<file path="src/rtl/pdm_rx_pkg.sv">
package pdm_rx_pkg;

  // Capture requests issued by the control to the datapath.
  typedef struct packed {
    logic captureLeft;
    logic captureRight;
  } pdm_strobe_t;

endpackage

</file>
<file path="src/rtl/pdm_rx_ctrl.sv">
module pdm_rx_ctrl
  import pdm_rx_pkg::*;
#(
  parameter int DIV_RATIO   = 20,
  parameter int WAKE_CYCLES = 32768,
  parameter int DLY_W       = 5
) (
  input  logic             clk,
  input  logic             rstN,
  input  logic             clkEn,
  input  logic             monoEn,
  input  logic             monoSelLeft,
  input  logic [DLY_W-1:0] sampleDelay,
  output logic             micClk,
  output pdm_strobe_t      strobe
);

  localparam int HALF    = DIV_RATIO / 2;
  localparam int CNT_W   = (HALF > 1) ? $clog2(HALF) : 1;
  localparam int MAX_DLY = HALF - 2;
  localparam int WAKE_W  = $clog2(WAKE_CYCLES + 1);

  localparam logic [CNT_W-1:0]  LAST_CNT = CNT_W'(HALF - 1);
  localparam logic [CNT_W-1:0]  MAX_DLY_C = CNT_W'(MAX_DLY);
  localparam logic [DLY_W-1:0]  MAX_DLY_D = DLY_W'(MAX_DLY);
  localparam logic [WAKE_W-1:0] WAKE_DONE = WAKE_W'(WAKE_CYCLES);

  logic [CNT_W-1:0]  divCnt;
  logic              micClkQ;
  logic              armed;
  logic [WAKE_W-1:0] wakeCnt;

  logic              terminal;
  logic              riseNow;
  logic              fallNow;
  logic              parkNow;
  logic              sampleNow;
  logic              ready;
  logic              leftOn;
  logic              rightOn;
  logic [CNT_W-1:0]  effDelay;

  // Sample point, clamped so the capture stays inside the current half period.
  always_comb begin
    if (sampleDelay > MAX_DLY_D) effDelay = MAX_DLY_C;
    else                         effDelay = CNT_W'(sampleDelay);
  end

  always_comb begin
    terminal  = (divCnt == LAST_CNT);
    riseNow   = terminal && !micClkQ && clkEn;
    fallNow   = terminal && micClkQ;
    parkNow   = terminal && !micClkQ && !clkEn;
    sampleNow = armed && (divCnt == effDelay);
    ready     = (wakeCnt == WAKE_DONE);
    leftOn    = !monoEn || monoSelLeft;
    rightOn   = !monoEn || !monoSelLeft;
  end

  // Half-period counter and clock level; a rise is only allowed while enabled.
  always_ff @(posedge clk or negedge rstN) begin
    if (!rstN) begin
      divCnt  <= '0;
      micClkQ <= 1'b0;
    end else begin
      divCnt <= terminal ? '0 : divCnt + 1'b1;
      if (riseNow)      micClkQ <= 1'b1;
      else if (fallNow) micClkQ <= 1'b0;
    end
  end

  // One pending sample per edge.
  always_ff @(posedge clk or negedge rstN) begin
    if (!rstN)                  armed <= 1'b0;
    else if (riseNow || fallNow) armed <= 1'b1;
    else if (sampleNow)          armed <= 1'b0;
  end

  // Start-up blanking: count rising edges; a suppressed rise means the clock is parked.
  always_ff @(posedge clk or negedge rstN) begin
    if (!rstN)                      wakeCnt <= '0;
    else if (parkNow)               wakeCnt <= '0;
    else if (riseNow && !ready)     wakeCnt <= wakeCnt + 1'b1;
  end

  always_comb begin
    strobe.captureLeft  = sampleNow && micClkQ  && ready && leftOn;
    strobe.captureRight = sampleNow && !micClkQ && ready && rightOn;
  end

  assign micClk = micClkQ;

endmodule

</file>
<file path="src/rtl/pdm_rx_datapath.sv">
module pdm_rx_datapath
  import pdm_rx_pkg::*;
#(
  parameter int SYNC_STAGES = 2
) (
  input  logic        clk,
  input  logic        rstN,
  input  logic        micData,
  input  pdm_strobe_t strobe,
  output logic        leftBit,
  output logic        leftValid,
  output logic        rightBit,
  output logic        rightValid
);

  logic [SYNC_STAGES-1:0] syncQ;
  logic                   lineNow;

  generate
    if (SYNC_STAGES == 1) begin : g_sync_one
      always_ff @(posedge clk or negedge rstN) begin
        if (!rstN) syncQ <= '0;
        else       syncQ <= micData;
      end
    end else begin : g_sync_chain
      always_ff @(posedge clk or negedge rstN) begin
        if (!rstN) syncQ <= '0;
        else       syncQ <= {syncQ[SYNC_STAGES-2:0], micData};
      end
    end
  endgenerate

  assign lineNow = syncQ[SYNC_STAGES-1];

  always_ff @(posedge clk or negedge rstN) begin
    if (!rstN) begin
      leftBit    <= 1'b0;
      leftValid  <= 1'b0;
      rightBit   <= 1'b0;
      rightValid <= 1'b0;
    end else begin
      leftValid  <= strobe.captureLeft;
      rightValid <= strobe.captureRight;
      if (strobe.captureLeft)  leftBit  <= lineNow;
      if (strobe.captureRight) rightBit <= lineNow;
    end
  end

endmodule

</file>
<file path="src/rtl/pdm_stereo_rx.sv">
module pdm_stereo_rx
  import pdm_rx_pkg::*;
#(
  parameter int DIV_RATIO   = 20,
  parameter int WAKE_CYCLES = 32768,
  parameter int DLY_W       = 5,
  parameter int SYNC_STAGES = 2
) (
  input  logic             clk,
  input  logic             rstN,
  input  logic             clkEn,
  input  logic             monoEn,
  input  logic             monoSelLeft,
  input  logic [DLY_W-1:0] sampleDelay,
  input  logic             micData,
  output logic             micClk,
  output logic             leftBit,
  output logic             leftValid,
  output logic             rightBit,
  output logic             rightValid
);

  pdm_strobe_t strobe;

  pdm_rx_ctrl #(
    .DIV_RATIO  (DIV_RATIO),
    .WAKE_CYCLES(WAKE_CYCLES),
    .DLY_W      (DLY_W)
  ) u_ctrl (
    .clk        (clk),
    .rstN       (rstN),
    .clkEn      (clkEn),
    .monoEn     (monoEn),
    .monoSelLeft(monoSelLeft),
    .sampleDelay(sampleDelay),
    .micClk     (micClk),
    .strobe     (strobe)
  );

  pdm_rx_datapath #(
    .SYNC_STAGES(SYNC_STAGES)
  ) u_datapath (
    .clk       (clk),
    .rstN      (rstN),
    .micData   (micData),
    .strobe    (strobe),
    .leftBit   (leftBit),
    .leftValid (leftValid),
    .rightBit  (rightBit),
    .rightValid(rightValid)
  );

endmodule

</file>
<file path="config.mk">
export PLATFORM = sky130hd
export DESIGN_NAME = pdm_stereo_rx
export DESIGN_NICKNAME = d
export VERILOG_FILES = /design/src/rtl/pdm_rx_pkg.sv /design/src/rtl/pdm_rx_ctrl.sv /design/src/rtl/pdm_rx_datapath.sv /design/src/rtl/pdm_stereo_rx.sv
export SDC_FILE = /design/constraint.sdc
export NUM_CORES = 1
export LEC_CHECK = 0
export CORE_MARGIN = 2
export CORE_UTILIZATION = 35
export CTS_BUF_LIST = sky130_fd_sc_hd__clkbuf_16
export CTS_CLUSTER_DIAMETER = 120
export DETAILED_ROUTE_END_ITERATION = 7
export DONT_BUFFER_PORTS = 1
export GPL_TIMING_DRIVEN = 0
export PLACE_DENSITY = 0.61
export SLEW_MARGIN = 15
export SYNTH_ARGS = -nofsm -noshare
export SYNTH_HDL_FRONTEND = slang
export SYNTH_SLANG_ARGS = --single-unit
export TNS_END_PERCENT = 30
</file>
<file path="constraint.sdc">
create_clock -name clk -period 4.9 [get_ports clk]
set_clock_uncertainty 0.05 [all_clocks]
set_input_delay 0.245 -clock clk [delete_from_list [all_inputs] [get_ports clk]]
set_output_delay 0.245 -clock clk [all_outputs]
set_load 0.03 [all_outputs]
</file>
==> impl_metrics.json <==
{
  "fin_crit_sh_pct": 45.67,
  "wirelength_mm": 3.275,
  "area_growth_pct": 11.75,
  "first_global_vias": 1198,
  "synth_nets": 165,
  "clk_path_buf_depth": 2,
  "clk-insertion-delay-late_ns": 0.26,
  "yosysWarnings": 0,
  "synth_compound_area_share_pct": 16.55,
  "root_buffer": "clkbuf_16",
  "grt_setup_unrepaired": "no",
  "synth-edff-count": 0,
  "synth.area.mux_share_pct": 4.956,
  "first_iter_violations": 41,
  "slew_violations": 0,
  "synth-main-ff-cell": "dfrtp_1",
  "grt_pass1_wl_mm": 5.575,
  "ys_async_sr_fraction_pct": 100.0,
  "finalHoldViolCount": 0,
  "antenna_cells": 0,
  "start_util_pct": 36.20,
  "wl_met2_mm": 1.606,
  "cpPeakStageDelay_ns": 0.46,
  "largest_reg_flops": 16,
  "internal-power_mw": 0.3590,
  "grt_max_degree": 29,
  "wl_per_cell_um": 15.52,
  "total_power_mw": 0.4628,
  "gr-total-overflow": 0,
  "antenna_found_initial": 0,
  "largestRegisters": "u_ctrl.wakeCnt x16, u_ctrl.divCnt x4, u_datapath.syncQ x2",
  "synth.top_cells.by_count": "dfrtp_1 (28), nand2_1 (14), a21oi_1 (12)",
  "cp_slowest_cell": "a2111oi_4",
  "tightest_slew_ns": 0.5265,
  "p_clk_share_pct": 39.7,
  "maxUsedRoutingLayer": "met4",
  "power_density_nw_per_um2": 264.6,
  "holdBufCountCts": 3,
  "wl_met3_um": 218,
  "cp_top_family": "simple AND/OR/NAND/NOR gates",
  "die_w_um": 70.88,
  "place_inst": 204,
  "drtPass1Iterations": 4,
  "slew-limit-headroom_pct": 64.90,
  "synth_top_area_cell": "dfrtp_1",
  "vias": 1233,
  "leakage_nw": 0.6778,
  "top_register": "u_ctrl.wakeCnt",
  "path_clk_slew_ns": 0.07,
  "cts_tree": "done",
  "clock_sinks": 28,
  "portBuffers": 0,
  "final_nets": 173,
  "synth_cells": 152,
  "outcome": "completed",
  "swShare_pct": 22.43,
  "crit_fanout": 7,
  "cp_num_buf_inv": 1,
  "hold_path_startpoint": "monoEn",
  "post_cts_buffers": 0,
  "yosys.area_share.adder_pct": 1.599,
  "fin_util_pct": 40.45,
  "pin_count": 16,
  "fin_cells": 211,
  "grtUsageTotal_pct": 13.61,
  "yosysMostFrequentCell": "dfrtp_1",
  "path_class": "flip-flop to flip-flop",
  "dp_hpwl_mm": 2.307,
  "path_cells": "inv_1 > ha_1 > nor3b_1 > nand4_1 > a2111oi_4 > mux2_4",
  "ys_ff_latch": 28,
  "num-fill-cells": 426,
  "wl_met1_mm": 1.428,
  "synthSimpleGateAreaFrac_pct": 27.90,
  "drive_gt1_share_pct": 11.95,
  "h-tree-depth": 1,
  "arrival_ns": 2.34,
  "p_seq_share_pct": 52.5,
  "synthDistinctLibCells": 44,
  "numCtsBuffers": 3,
  "fp.coreArea_sq_um": 4324,
  "cts-resized-gates": 0,
  "netlist_area_sq_um": 1565,
  "setup_viol": 0,
  "fmax_ghz": 0.4468,
  "dieArea_sq_um": 5023,
  "cp-startpoint": "u_ctrl.wakeCnt[0]$_DFFE_PN0P_",
  "crit_path_end_kind": "flip-flop",
  "min_path_type": "input pin to flip-flop",
  "cp-start-kind": "flip-flop",
  "yosysSeqAreaShare_pct": 44.76,
  "min_period_ns": 2.238,
  "whs_ns": 0.1705,
  "num_rows": 24,
  "worstPathRequired_ns": 5.00,
  "antenna_left": 0,
  "fp.dieH_um": 70.88,
  "drcViolationCount": 0,
  "vdd_drop_max_v": 0.0001305,
  "vias_per_cell": 5.844,
  "power_frac_comb_pct": 7.9,
  "max-cap-violations": 0,
  "gp_congestion": 0.7716,
  "synth_area_leaders": "dfrtp_1 (45%), o31ai_1 (4.8%), or4_1 (4.8%), a21oi_1 (3.8%), nand2_1 (3.4%)",
  "reg2reg_from": "u_ctrl.wakeCnt[0]$_DFFE_PN0P_",
  "synth_top_cell_area_share_pct": 44.76,
  "synth_top_family_by_area": "simple AND/OR/NAND/NOR gates",
  "power_switching_mw": 0.1038,
  "avgSynthCellArea_sq_um": 10.30,
  "fin_tns_setup_ns": 0,
  "synth_xor_area_share_pct": 0.5596
}
final timing paths:
check	endpoint	slack, ns	cells after the start
max reg2reg	u_datapath.leftBit$_DFFE_PN0P_	2.66	6
max	u_datapath.leftBit$_DFFE_PN0P_	2.66	6
max in group asynchronous	u_ctrl.micClk$_DFFE_PN0P_	4.26	2
min	u_datapath.rightValid$_DFF_PN0_	0.17	3
min reg2reg	u_datapath.syncQ[1]$_DFF_PN0_	0.30	0
min in group asynchronous	u_datapath.rightValid$_DFF_PN0_	0.37	2
routing by layer:
layer  vias to the layer above  track usage, %
met4                         0           2.516
met5                         -               0
met1                       589           17.75
met2                        47           23.05
li1                        593               -
met3                         4           3.561
area by class of cell:
class / count / area [sq um] / area share [%]
Multi-Input combinational cell: 111 / 807.0 / 46.14
Inverter: 8 / 30.03 / 1.717
Clock buffer: 3 / 75.07 / 4.292
Buffer: 5 / 27.53 / 1.574
Sequential cell: 28 / 700.7 / 40.06
Tap cell: 52 / 65.06 / 3.720
Timing Repair Buffer: 3 / 40.04 / 2.289
Clock inverter: 1 / 3.754 / 0.2146
power by group through the flow:
stage	Sequential [mW]	Clock, mW	Combinational [mW]
2_1_floorplan	0.246	0	0.0216
3_3_place_gp	0.247	0	0.0266
3_5_place_dp	0.247	0	0.0283
4_1_cts	0.243	0.190	0.0366
5_1_grt	0.244	0.201	0.0408
6_report	0.243	0.184	0.0364
stage by stage:
stage / cell area, sq um / worst slack [ns]
CTS: 1749 / 2.666
detailed placement: 1630 / 2.686
global placement: 1630 / 2.721
global route: 1749 / 2.501
finish: 1749 / 2.662
floorplan: 1565 / 2.939
cell usage in the layout, fill, tap and decap left out, types with 2 or more instances in the layout:
cell type	netlist	layout
o211ai_1	2	2
nand2b_1	8	8
nand3_1	5	5
ha_1	2	2
inv_1	8	8
o31ai_1	10	10
or4_1	10	10
nand2_1	14	14
nor2_1	3	3
and4_1	3	3
and2_1	2	2
dfrtp_1	28	28
clkbuf_1	3	3
dlygate4sd3_1	0	2
nor4_2	2	2
a21oi_1	12	12
mux2i_1	4	4
o21ai_0	5	5
nand4_1	3	3
or3_1	2	2
a21o_1	2	2
clkbuf_16	0	3
kinds of logic (layout without fill, tap and decap cells):
family,after synthesis,count (layout)
AND/OR/NAND/NOR,65,65
AO/OA/AOI/OAI,36,36
flip-flops,28,28
buffers and inverters,13,20
multiplexers,7,7
adder cells (fa/ha/maj),2,2
XOR/XNOR,1,1
worst reg2reg max path, delay by kind of cell, from the launching register on:
family                     cells  cell delay, ns
and+or+nand+nor                2            0.61
AOI/OAI and AO/OA              1            0.46
DFF                            1            0.44
muxes                          1            0.33
adders and majority gates      1            0.15
buffers and inverters          1            0.09
Note: power is estimated with default switching activity, not from simulation.
